<file path="src/rtl/pwrdom_pkg.sv">
package pwrdom_pkg;

   typedef enum logic [2:0] {
      PD_IDLE    = 3'd0,
      PD_ARMED   = 3'd1,
      PD_ISOLATE = 3'd2,
      PD_OFF     = 3'd3,
      PD_ON      = 3'd4,
      PD_RELEASE = 3'd5
   } pd_state_e;

   localparam int OFS_ARM      = 'h00;
   localparam int OFS_ENTRY_LO = 'h04;
   localparam int OFS_ENTRY_HI = 'h08;
   localparam int OFS_STATUS   = 'h0C;
   localparam int OFS_WAKE_EN  = 'h10;
   localparam int OFS_MASK0    = 'h20;

   localparam int STATUS_PD_BIT = 8;

   function automatic int max3(input int a, input int b, input int c);
      int m;
      m = (a > b) ? a : b;
      return (m > c) ? m : c;
   endfunction

endpackage

</file>
<file path="src/rtl/pwrdom_regs.sv">
module pwrdom_regs
   import pwrdom_pkg::*;
#(
   parameter int ADDR_W   = 8,
   parameter int NUM_WAKE = 160
) (
   input  logic                clk,
   input  logic                rst_n,
   input  logic                req,
   input  logic                we,
   input  logic [ADDR_W-1:0]   addr,
   input  logic [31:0]         wdata,
   output logic [31:0]         rdata,
   input  pd_state_e           st_i,
   input  logic                last_pd_i,
   output logic                arm_o,
   output logic                wake_en_o,
   output logic [NUM_WAKE-1:0] mask_o,
   output logic [63:0]         entry_o
);

   localparam int MASK_WORDS = (NUM_WAKE + 31) / 32;
   localparam int WA_W       = ADDR_W - 2;

   logic [WA_W-1:0] wi;
   logic            aligned;
   logic            wr, rd;
   logic            hit_arm, hit_lo, hit_hi, hit_st, hit_wen;
   logic [MASK_WORDS-1:0] hit_mask;
   logic            any_hit;

   logic        arm_q, wen_q;
   logic [31:0] lo_q, hi_q;
   logic [31:0] mask_q [MASK_WORDS];
   logic [31:0] rd_mux;

   assign wi      = addr[ADDR_W-1:2];
   assign aligned = (addr[1:0] == 2'b00);
   assign wr      = req && we;
   assign rd      = req && !we;

   assign hit_arm = aligned && (wi == WA_W'(OFS_ARM >> 2));
   assign hit_lo  = aligned && (wi == WA_W'(OFS_ENTRY_LO >> 2));
   assign hit_hi  = aligned && (wi == WA_W'(OFS_ENTRY_HI >> 2));
   assign hit_st  = aligned && (wi == WA_W'(OFS_STATUS >> 2));
   assign hit_wen = aligned && (wi == WA_W'(OFS_WAKE_EN >> 2));
   assign any_hit = hit_arm | hit_lo | hit_hi | hit_st | hit_wen | (|hit_mask);

   always_ff @(posedge clk or negedge rst_n) begin
      if (!rst_n) begin
         arm_q <= 1'b0;
         wen_q <= 1'b0;
         lo_q  <= '0;
         hi_q  <= '0;
      end else if (wr) begin
         if (hit_arm) arm_q <= wdata[0];
         if (hit_wen) wen_q <= wdata[0];
         if (hit_lo)  lo_q  <= wdata;
         if (hit_hi)  hi_q  <= wdata;
      end
   end

   for (genvar i = 0; i < MASK_WORDS; i++) begin : g_mask
      localparam int LO = 32 * i;
      localparam int W  = ((NUM_WAKE - LO) >= 32) ? 32 : (NUM_WAKE - LO);
      localparam logic [31:0] VMASK = (W == 32) ? 32'hFFFF_FFFF : ((32'h1 << W) - 32'h1);

      assign hit_mask[i] = aligned && (wi == WA_W'((OFS_MASK0 >> 2) + i));

      always_ff @(posedge clk or negedge rst_n) begin
         if (!rst_n)                mask_q[i] <= '0;
         else if (wr && hit_mask[i]) mask_q[i] <= wdata & VMASK;
      end

      assign mask_o[LO +: W] = mask_q[i][W-1:0];
   end

   always_comb begin
      rd_mux = '0;
      if (hit_arm) rd_mux[0] = arm_q;
      if (hit_wen) rd_mux[0] = wen_q;
      if (hit_lo)  rd_mux    = lo_q;
      if (hit_hi)  rd_mux    = hi_q;
      if (hit_st) begin
         rd_mux[2:0]           = st_i;
         rd_mux[STATUS_PD_BIT] = last_pd_i;
      end
      for (int i = 0; i < MASK_WORDS; i++) begin
         if (hit_mask[i]) rd_mux = mask_q[i];
      end
   end

   always_ff @(posedge clk or negedge rst_n) begin
      if (!rst_n)  rdata <= '0;
      else if (rd) rdata <= rd_mux;
   end

   assign arm_o     = arm_q;
   assign wake_en_o = wen_q;
   assign entry_o   = {hi_q, lo_q};

   assert_arm_write_R2: assert property (@(posedge clk) disable iff (!rst_n)
      (wr && hit_arm) |=> (arm_o == $past(wdata[0])));

   assert_unmapped_read_zero_R12: assert property (@(posedge clk) disable iff (!rst_n)
      (rd && !any_hit) |=> (rdata == 32'h0));

endmodule

</file>
<file path="src/rtl/pwrdom_wake.sv">
module pwrdom_wake #(
   parameter int NUM_IRQ   = 176,
   parameter int WAKE_BASE = 16
) (
   input  logic                          clk,
   input  logic                          rst_n,
   input  logic [NUM_IRQ-1:0]            irq,
   input  logic [NUM_IRQ-WAKE_BASE-1:0]  mask,
   input  logic                          wake_en,
   output logic                          wake,
   output logic                          any_pending
);

   localparam int NUM_WAKE = NUM_IRQ - WAKE_BASE;

   logic [NUM_WAKE-1:0] wake_src;

   if (WAKE_BASE > 0) begin : g_offset
      assign wake_src = irq[NUM_IRQ-1:WAKE_BASE];
   end else begin : g_direct
      assign wake_src = irq;
   end

   assign wake        = wake_en && (|(wake_src & mask));
   assign any_pending = |irq;

   assert_wake_gated_R6: assert property (@(posedge clk) disable iff (!rst_n)
      wake |-> (wake_en && (|wake_src)));

endmodule

</file>
<file path="src/rtl/pwrdom_seq.sv">
module pwrdom_seq
   import pwrdom_pkg::*;
#(
   parameter int T_ISO = 4,
   parameter int T_PWR = 6,
   parameter int T_RST = 3
) (
   input  logic      clk,
   input  logic      rst_n,
   input  logic      arm,
   input  logic      wfi,
   input  logic      pending,
   input  logic      wake,
   output pd_state_e st_o,
   output logic      last_pd_o,
   output logic      pwr_on,
   output logic      iso_en,
   output logic      core_rst_n
);

   localparam int MAXT  = max3(T_ISO, T_PWR, T_RST);
   localparam int CNT_W = (MAXT < 2) ? 1 : $clog2(MAXT);
   localparam logic [CNT_W-1:0] LD_ISO = CNT_W'(T_ISO - 1);
   localparam logic [CNT_W-1:0] LD_PWR = CNT_W'(T_PWR - 1);
   localparam logic [CNT_W-1:0] LD_RST = CNT_W'(T_RST - 1);

   pd_state_e        st;
   logic [CNT_W-1:0] cnt;
   logic             last_pd;
   logic             done;

   assign done = (cnt == '0);

   always_ff @(posedge clk or negedge rst_n) begin
      if (!rst_n) begin
         st      <= PD_IDLE;
         cnt     <= '0;
         last_pd <= 1'b0;
      end else begin
         unique case (st)
            PD_IDLE: if (arm) st <= PD_ARMED;
            PD_ARMED: begin
               if (!arm) st <= PD_IDLE;
               else if (wfi) begin
                  if (pending) last_pd <= 1'b0;
                  else begin
                     st      <= PD_ISOLATE;
                     cnt     <= LD_ISO;
                     last_pd <= 1'b1;
                  end
               end
            end
            PD_ISOLATE: begin
               if (done) st <= PD_OFF;
               else      cnt <= cnt - 1'b1;
            end
            PD_OFF: begin
               if (wake) begin
                  st  <= PD_ON;
                  cnt <= LD_PWR;
               end
            end
            PD_ON: begin
               if (done) begin
                  st  <= PD_RELEASE;
                  cnt <= LD_RST;
               end else cnt <= cnt - 1'b1;
            end
            PD_RELEASE: begin
               if (done) st <= PD_IDLE;
               else      cnt <= cnt - 1'b1;
            end
            default: st <= PD_IDLE;
         endcase
      end
   end

   assign st_o       = st;
   assign last_pd_o  = last_pd;
   assign pwr_on     = (st != PD_OFF);
   assign iso_en     = (st == PD_ISOLATE) || (st == PD_OFF) || (st == PD_ON);
   assign core_rst_n = !((st == PD_OFF) || (st == PD_ON) || (st == PD_RELEASE));

   assert_iso_before_off_R3: assert property (@(posedge clk) disable iff (!rst_n)
      $fell(pwr_on) |-> $past(iso_en));

   assert_pending_blocks_R4: assert property (@(posedge clk) disable iff (!rst_n)
      (st == PD_ARMED && arm && wfi && pending) |=> (pwr_on && !iso_en));

   assert_reset_when_off_R5: assert property (@(posedge clk) disable iff (!rst_n)
      $fell(pwr_on) |-> (!core_rst_n && iso_en));

   assert_off_holds_R7: assert property (@(posedge clk) disable iff (!rst_n)
      (st == PD_OFF && !wake) |=> !pwr_on);

   assert_power_up_on_wake_R6: assert property (@(posedge clk) disable iff (!rst_n)
      $rose(pwr_on) |-> $past(wake));

   assert_iso_drop_order_R8: assert property (@(posedge clk) disable iff (!rst_n)
      $fell(iso_en) |-> (pwr_on && (!core_rst_n || $past(st) == PD_ISOLATE)));

endmodule

</file>
<file path="src/rtl/pwrdom_ctrl.sv">
module pwrdom_ctrl
   import pwrdom_pkg::*;
#(
   parameter int ADDR_W    = 8,
   parameter int NUM_IRQ   = 176,
   parameter int WAKE_BASE = 16,
   parameter int T_ISO     = 4,
   parameter int T_PWR     = 6,
   parameter int T_RST     = 3
) (
   input  logic               clk,
   input  logic               rst_n,
   input  logic               bus_req,
   input  logic               bus_we,
   input  logic [ADDR_W-1:0]  bus_addr,
   input  logic [31:0]        bus_wdata,
   output logic [31:0]        bus_rdata,
   input  logic               core_wfi,
   input  logic [NUM_IRQ-1:0] irq,
   output logic               dom_pwr_on,
   output logic               dom_iso,
   output logic               core_rst_n,
   output logic [63:0]        core_reset_vec
);

   localparam int NUM_WAKE   = NUM_IRQ - WAKE_BASE;
   localparam int MASK_WORDS = (NUM_WAKE + 31) / 32;
   localparam int MAP_END    = OFS_MASK0 + 4 * MASK_WORDS;

   if (NUM_WAKE < 1) begin : g_chk_wake
      $error("pwrdom_ctrl: WAKE_BASE must be below NUM_IRQ");
   end
   if (T_ISO < 1 || T_PWR < 1 || T_RST < 1) begin : g_chk_delay
      $error("pwrdom_ctrl: step delays must be at least one cycle");
   end
   if (ADDR_W < 3 || MAP_END > (1 << ADDR_W)) begin : g_chk_addr
      $error("pwrdom_ctrl: ADDR_W too narrow for the register map");
   end

   pd_state_e           st;
   logic                last_pd;
   logic                arm, wake_en, wake, pending;
   logic [NUM_WAKE-1:0] mask;

   pwrdom_regs #(
      .ADDR_W   (ADDR_W),
      .NUM_WAKE (NUM_WAKE)
   ) u_regs (
      .clk       (clk),
      .rst_n     (rst_n),
      .req       (bus_req),
      .we        (bus_we),
      .addr      (bus_addr),
      .wdata     (bus_wdata),
      .rdata     (bus_rdata),
      .st_i      (st),
      .last_pd_i (last_pd),
      .arm_o     (arm),
      .wake_en_o (wake_en),
      .mask_o    (mask),
      .entry_o   (core_reset_vec)
   );

   pwrdom_wake #(
      .NUM_IRQ   (NUM_IRQ),
      .WAKE_BASE (WAKE_BASE)
   ) u_wake (
      .clk         (clk),
      .rst_n       (rst_n),
      .irq         (irq),
      .mask        (mask),
      .wake_en     (wake_en),
      .wake        (wake),
      .any_pending (pending)
   );

   pwrdom_seq #(
      .T_ISO (T_ISO),
      .T_PWR (T_PWR),
      .T_RST (T_RST)
   ) u_seq (
      .clk        (clk),
      .rst_n      (rst_n),
      .arm        (arm),
      .wfi        (core_wfi),
      .pending    (pending),
      .wake       (wake),
      .st_o       (st),
      .last_pd_o  (last_pd),
      .pwr_on     (dom_pwr_on),
      .iso_en     (dom_iso),
      .core_rst_n (core_rst_n)
   );

endmodule

</file>
<file path="config.mk">
export PLATFORM = sky130hd
export DESIGN_NAME = pwrdom_ctrl
export DESIGN_NICKNAME = d
export VERILOG_FILES = /design/src/rtl/pwrdom_pkg.sv /design/src/rtl/pwrdom_regs.sv /design/src/rtl/pwrdom_wake.sv /design/src/rtl/pwrdom_seq.sv /design/src/rtl/pwrdom_ctrl.sv
export SDC_FILE = /design/constraint.sdc
export NUM_CORES = 1
export LEC_CHECK = 0
export BUFFER_PORTS_ARGS = -buffer_cell sky130_fd_sc_hd__buf_2
export CAP_MARGIN = 25
export CORE_MARGIN = 2
export CORE_UTILIZATION = 50
export CTS_BUF_LIST = sky130_fd_sc_hd__clkbuf_8
export CTS_CLUSTER_SIZE = 16
export DETAILED_ROUTE_END_ITERATION = 10
export PLACE_DENSITY = 0.76
export SLEW_MARGIN = 20
export SYNTH_ARGS = -nofsm -noshare
export SYNTH_HDL_FRONTEND = slang
export SYNTH_SLANG_ARGS = --single-unit
</file>
<file path="constraint.sdc">
create_clock -name clk -period 2 [get_ports clk]
set_input_delay 0.4 -clock clk [delete_from_list [all_inputs] [get_ports clk]]
set_output_delay 0.4 -clock clk [all_outputs]
set_load 0.01 [all_outputs]
</file>
---- Word level (Yosys, flattened, before mapping) ----
Index checks and enable logic that the tools add are counted.
storage, ports and cells
  bits in registers ....................... 265
  input port bits ......................... 221
  logic and storage cells ................. 108
cells by class
  add/subtract/negate cells ............... 1
  equality and inequality tests ........... 26
  multiplexer cells ....................... 28
  bitwise operators ....................... 1
  reductions and logical operators ........ 39
operator list
  kind                                                                     count
  32-bit 2-to-1 mux                                                        7
  176-bit OR reduction                                                     1
  160-bit AND                                                              1
  160-bit OR reduction                                                     1
  3-bit 2-to-1 mux                                                         15
  6-bit by 4-bit equality test with 1-bit output, second input constant    5
  1-bit logical AND                                                        18
  3-bit case mux with 6 select lines                                       1
  6-bit by 2-bit equality test with 1-bit output, second input constant    2
  3-bit case mux with 4 select lines                                       1
  2-bit inequality test, second input constant                             5
  2-bit by 1-bit inequality test with 1-bit output, second input constant  4
  2-bit AND reduction                                                      4
  7-bit AND reduction                                                      1
  3-bit by 2-bit equality test with 1-bit output, second input constant    2
  3-bit equality test, second input constant                               2
  6-bit by 1-bit equality test with 1-bit output, second input constant    1
  6-bit by 3-bit equality test with 1-bit output, second input constant    1
  3-bit zero test                                                          2
  6-bit zero test                                                          1
  3-bit inequality test, second input constant                             2
  6-bit AND reduction                                                      1
  1-bit logical OR                                                         4
  1-bit 2-to-1 mux                                                         4
  8 further kinds                                                          9

---- Logic depth before layout (Yosys ltp) ----
  depth in word-level cells ............... 12
  mapped depth ............................ 9

---- Modules after synthesis ----
From an unflattened synthesis, not the netlist that was laid out.
unflattened totals
  cell total of the unflattened synthesis .. 1072
  area total of the unflattened synthesis .. 13031.2 sq um
by module, submodules not included
  module       times used  cells an instance  area each (sq um)
  pwrdom_regs  1           842                11277.1
  pwrdom_wake  1           159                1174.9
  pwrdom_seq   1           71                 579.3

---- Worst setup path after synthesis ----
No wires, ideal clock.
  path kind ............................... input to register
  from .................................... input port irq[104]
  to ...................................... register u_seq.cnt[2]
  data arrival time ....................... 2.056 ns
  data required time ...................... 1.875 ns
  setup slack ............................. -0.181 ns
  stages on the path ...................... 7
  path through ............................ a22o_1 > a221oi_2 > nand3_1 > or4_4 > nor4_4 > a211oi_2 > mux2_4
between the ends
  cells in the longest elaborated chain, start to end .. 5
  elaborated cells between the ends (all ways) .. 7
  those cells by class .................... 2 x eq/ne; 1 x bitwise; 4 x reduce/logical
ends and longest elaborated chain
  what                                                        line               text
  from (decl)                                                 pwrdom_ctrl.sv:19  input logic [NUM_IRQ-1:0] irq,
  160-bit AND                                                 pwrdom_wake.sv:24  assign wake = wake_en && (|(wake_src & mask));
  160-bit OR reduction                                        pwrdom_wake.sv:24
  1-bit logical AND                                           pwrdom_wake.sv:24
  2-bit by 1-bit inequality test with 1-bit output (no line)  -
  6-bit AND reduction (no line) *                             -
  to (signal assigned)                                        pwrdom_seq.sv:55   else cnt <= cnt - 1'b1;
  to (signal assigned)                                        pwrdom_seq.sv:67   end else cnt <= cnt - 1'b1;
  to (signal assigned)                                        pwrdom_seq.sv:71   else cnt <= cnt - 1'b1;
  to (decl)                                                   pwrdom_seq.sv:28   logic [CNT_W-1:0] cnt;
Every way passes the cells marked *; elsewhere a longest branch is shown, timed or not.
A chain may end at the register's enable or synchronous reset.

---- Final worst setup path ----
  from .................................... register u_regs.mask_q (netlist bit u_regs.mask_o[28])
  to ...................................... register u_seq.cnt[0]
between the ends
  cells in the longest elaborated chain, start to end .. 5
ends and longest elaborated chain
  what                                                        line               text
  from (decl)                                                 pwrdom_regs.sv:34  logic [31:0] mask_q [MASK_WORDS];
  from (signal, indexed assignment)                           pwrdom_regs.sv:72  else if (wr && hit_mask[i]) mask_q[i] <= wdata & VMASK;
  160-bit AND                                                 pwrdom_wake.sv:24
  160-bit OR reduction                                        pwrdom_wake.sv:24
  1-bit logical AND                                           pwrdom_wake.sv:24
  2-bit by 1-bit inequality test with 1-bit output (no line)  -
  6-bit AND reduction (no line)                               -
Every way passes these cells.

==> metrics.md <==
| Metric | Value |
|---|---|
| Die Height | 162 µm |
| Routed len/inst | 28.1 µm |
| Post-synth top flop | dfrtp_1 |
| Row cnt | 57 |
| Via density | about 6.4 |
| I/O pin cnt | 320 |
| Worst setup margin | -0.411 ns |
| Initial DRC count | 1870 |
| GPL Wtd Cong | 1.04 |
| Final Hold Fails | 0 |
| Number of global-route vias before repair | 12600 |
| Fmax | 415 MHz |
| Post-DP Area | 16700 µm² |
| Nature of the critical path endpoint | flop |
| DRC | 0 |
| DPL Wire Length | 43000 µm |
| Clk slew on worst S/H paths | roughly 0.060 ns |
| Fin Setup TNS | -2.25 ns |
| TritonCTS clock tree | done |
| H-tree depth | 2 |
| Filler cell count in the final layout | 1823 |
| Clock latency on the worst-skew pair | 0.57 ns |
| Layout cells sized above 1 | 0.570 |
| Min-delay worst type | in -> reg |
| End-of-flow core utilization | 0.731 |
| CTS sink cnt | 265 |
| Post-synthesis async set-or-reset flop share | 1.00 |
| WL final | 55400 µm |
| Status | finished with violations |
| Max Slew Vio Count | 0 |
| Sequential element share of the synthesized area | 0.533 |
| Crit path cell chain | a22o_1, a221oi_2, buf_4, nand4_1, or4_4, nor4_4, a211oi_2, buf_4, o21a_1 |
| Least-Margin Pin Slew | a little under 0.7 ns |
| Post-route cell area | between 15000 and 20000 µm² |
| Most common cell in the netlist | dfrtp_1 |
| First-pass GRT wire length | 80800 µm |
| Yosys cell types | 50 |
| Min Hold Slack | around 0.16 ns |
| Clk_skew | 0.0180 ns |
| Setup slack at placement | -0.608 ns |
| Peak supply drop | between 0.6 and 0.7 mV |
| Highest-delay cell along the critical path | or4_4 |
| Synth area leaders | dfrtp_1 53%, mux2_2 19%, a22oi_1 4.2%, a221oi_1 3.7%, a222oi_1 2.5% |
| Area grow syn2layout | 43.4% |
| Unrepaired setup endpoints after global routing | yes |
| Most instantiated cells after synthesis | 265 x dfrtp_1, 210 x mux2_2, 76 x nand2_1, 70 x a22oi_1, 52 x a221oi_1 |
| 1st-pass router iterations | 6 |
| Max Root-Sink Buffers | 3 |
| Core area | 24400 µm² |
| Post-Synthesis Cells | 994 |
| Synth top area share | 0.533 |
| Clock period minus worst slack | 2.41 ns |
| Worst Path Arrival | 2.87 ns |
| Synth area leader | dfrtp_1 |
| Power, Total | 12.7 mW |
| Worst path most repeated cell | buf_4 |
| IO Port Bufs | approximately 320 |
| Post-synth EDFFs | 0 |
| All-Layer GR Usage | 0.423 |
| CTS Buf Count | 47 |
| Max Fanout on Critical Path | 2 |
| Fin crit share | 1.21 |
| Initial Utilization | 0.510 |
| Yosys reg bits | 265 |
| Yosys warns | 0 |
| CP Class | reg -> reg |
| Via count | 12600 |
| Crit path required time | between 2 and 2.5 ns |
| Max cap viols | 0 |
| Placed instance count | 1881 |
| Crit path largest cell delay | ~0.56 ns |
| Die footprint | between 20000 and 30000 µm² |
| DRT antenna net count | 0 |
| Post-synthesis cell area | 12400 µm² |
| Max-Slew Margin vs Limit | 0.541 |
| Crit start category | flop |
| Final Non-Filler Cells | ~2000 |
| Syn avg cell area | around 13 µm² |
| Die width | between 150 and 200 µm |
| Grt ovf | 0 |
| Antenna diodes | 0 |
| CTS root buf | clkbuf_8 |
| Endpoints failing setup | 6 |
| Static leakage power | about 9.5 nW |
| Initial antenna violation count | 2 |
| Syn nets | 1217 |
| Total power per unit cell area | about 700 nW/µm² |
| Net count, final | 1832 |
| Largest net degree at the start of global routing | 59 |
| Failing checks | negative setup slack |
cell usage in the layout, fill, tap and decap left out, types with 3 or more instances in the layout:
master,netlist,final
mux2_2,210,210
a31oi_1,5,5
clkbuf_8,1,63
buf_2,8,318
and3_1,5,5
clkinv_2,0,6
nand4_1,25,25
a22oi_1,70,70
nor4_1,48,47
o21ai_0,16,15
nor2_1,10,8
a21o_1,4,4
nor3_1,6,6
nand2_1,76,75
nand3_1,4,4
buf_12,0,21
dfrtp_1,265,263
o21ai_1,20,20
a221oi_1,52,44
nand2b_1,6,3
inv_1,5,19
a22o_1,24,23
buf_4,1,283
a221oi_2,2,10
mux2_1,17,17
a21oi_1,4,3
a222oi_1,31,31
cells by family after synthesis:
| family | Yosys count | synth area share |
|---|---|---|
| adders and majority gates | 2 | 0.00201 |
| DFF | 265 | 0.533 |
| AOI/OAI and AO/OA | 236 | 0.150 |
| and+or+nand+nor | 198 | 0.0849 |
| muxes | 229 | 0.208 |
| buffers and inverters | 64 | 0.0218 |
metal layers:
layer / track usage / up-vias / part of all wire
li1: - / 5201 / -
met2: 0.652 / 983 / 0.45
met4: 0.179 / 2 / 0.046
met5: 0 / - / 0.00020
met3: 0.0963 / 163 / 0.12
met1: 0.580 / 6212 / 0.38
sequential cells by signal, summed over array words and instances (netlist names):
register          flops
u_seq.st_o            3
u_regs.mask_o       160
u_regs.arm_o          1
u_seq.cnt             3
u_regs.rdata         32
u_seq.last_pd_o       1
u_regs.lo_q          32
u_regs.hi_q          32
u_regs.wake_en_o      1
worst paths after layout:
kind / start / end / slack (ns) / cells past startpoint
hold reg to reg: u_regs.rdata[31] / u_regs.rdata[31] / 0.48 / 2
max in group asynchronous: rst_n / u_regs.hi_q[14] / 1.01 / 3
setup / recovery: u_regs.mask_o[28] / u_seq.cnt[0] / -0.41 / 9
setup reg to reg: u_regs.mask_o[28] / u_seq.cnt[0] / -0.41 / 9
min in group asynchronous: rst_n / u_regs.mask_o[130] / 0.33 / 2
hold / removal: bus_wdata[9] / u_regs.mask_o[73] / 0.16 / 2
final cells by class:
| type | instances | area, µm² | share of cell area |
|---|---|---|---|
| flip-flops and latches | 265 | 6630 | 0.372 |
| multi-input cells | 665 | 5640 | 0.316 |
| repair buffers | 625 | 4170 | 0.234 |
| clock buffers | 63 | 867 | 0.0486 |
| well taps | 324 | 405 | 0.0227 |
| clock inverters | 22 | 98.8 | 0.00554 |
| inverters | 5 | 18.8 | 0.00105 |
power by group:
| group | leakage (nW) | switching [mW] | internal, mW |
|---|---|---|---|
| Combinational | 5.31 | 1.03 | 0.856 |
| Sequential | 3.66 | 0.175 | 5.53 |
| Clock | 0.556 | 2.34 | 2.81 |
| Total | 9.52 | 3.54 | 9.20 |
repair_timing:
action                     CTS  global route
setup endpoints to repair    9            10
gates resized for setup     13             9
pin swaps                    5             2
cloned                       0             0
hold endpoints to repair    37             0
hold buffers                 1             0
buffers inserted             3             0
worst max-delay path: cells and delay by family (launching register included):
kind            cells  cell delay [ns]
simple gates        3             0.81
compound gates      4             0.75
buf+inv             2             0.33
flops               1             0.42
Power figures use the tool's default switching activity.
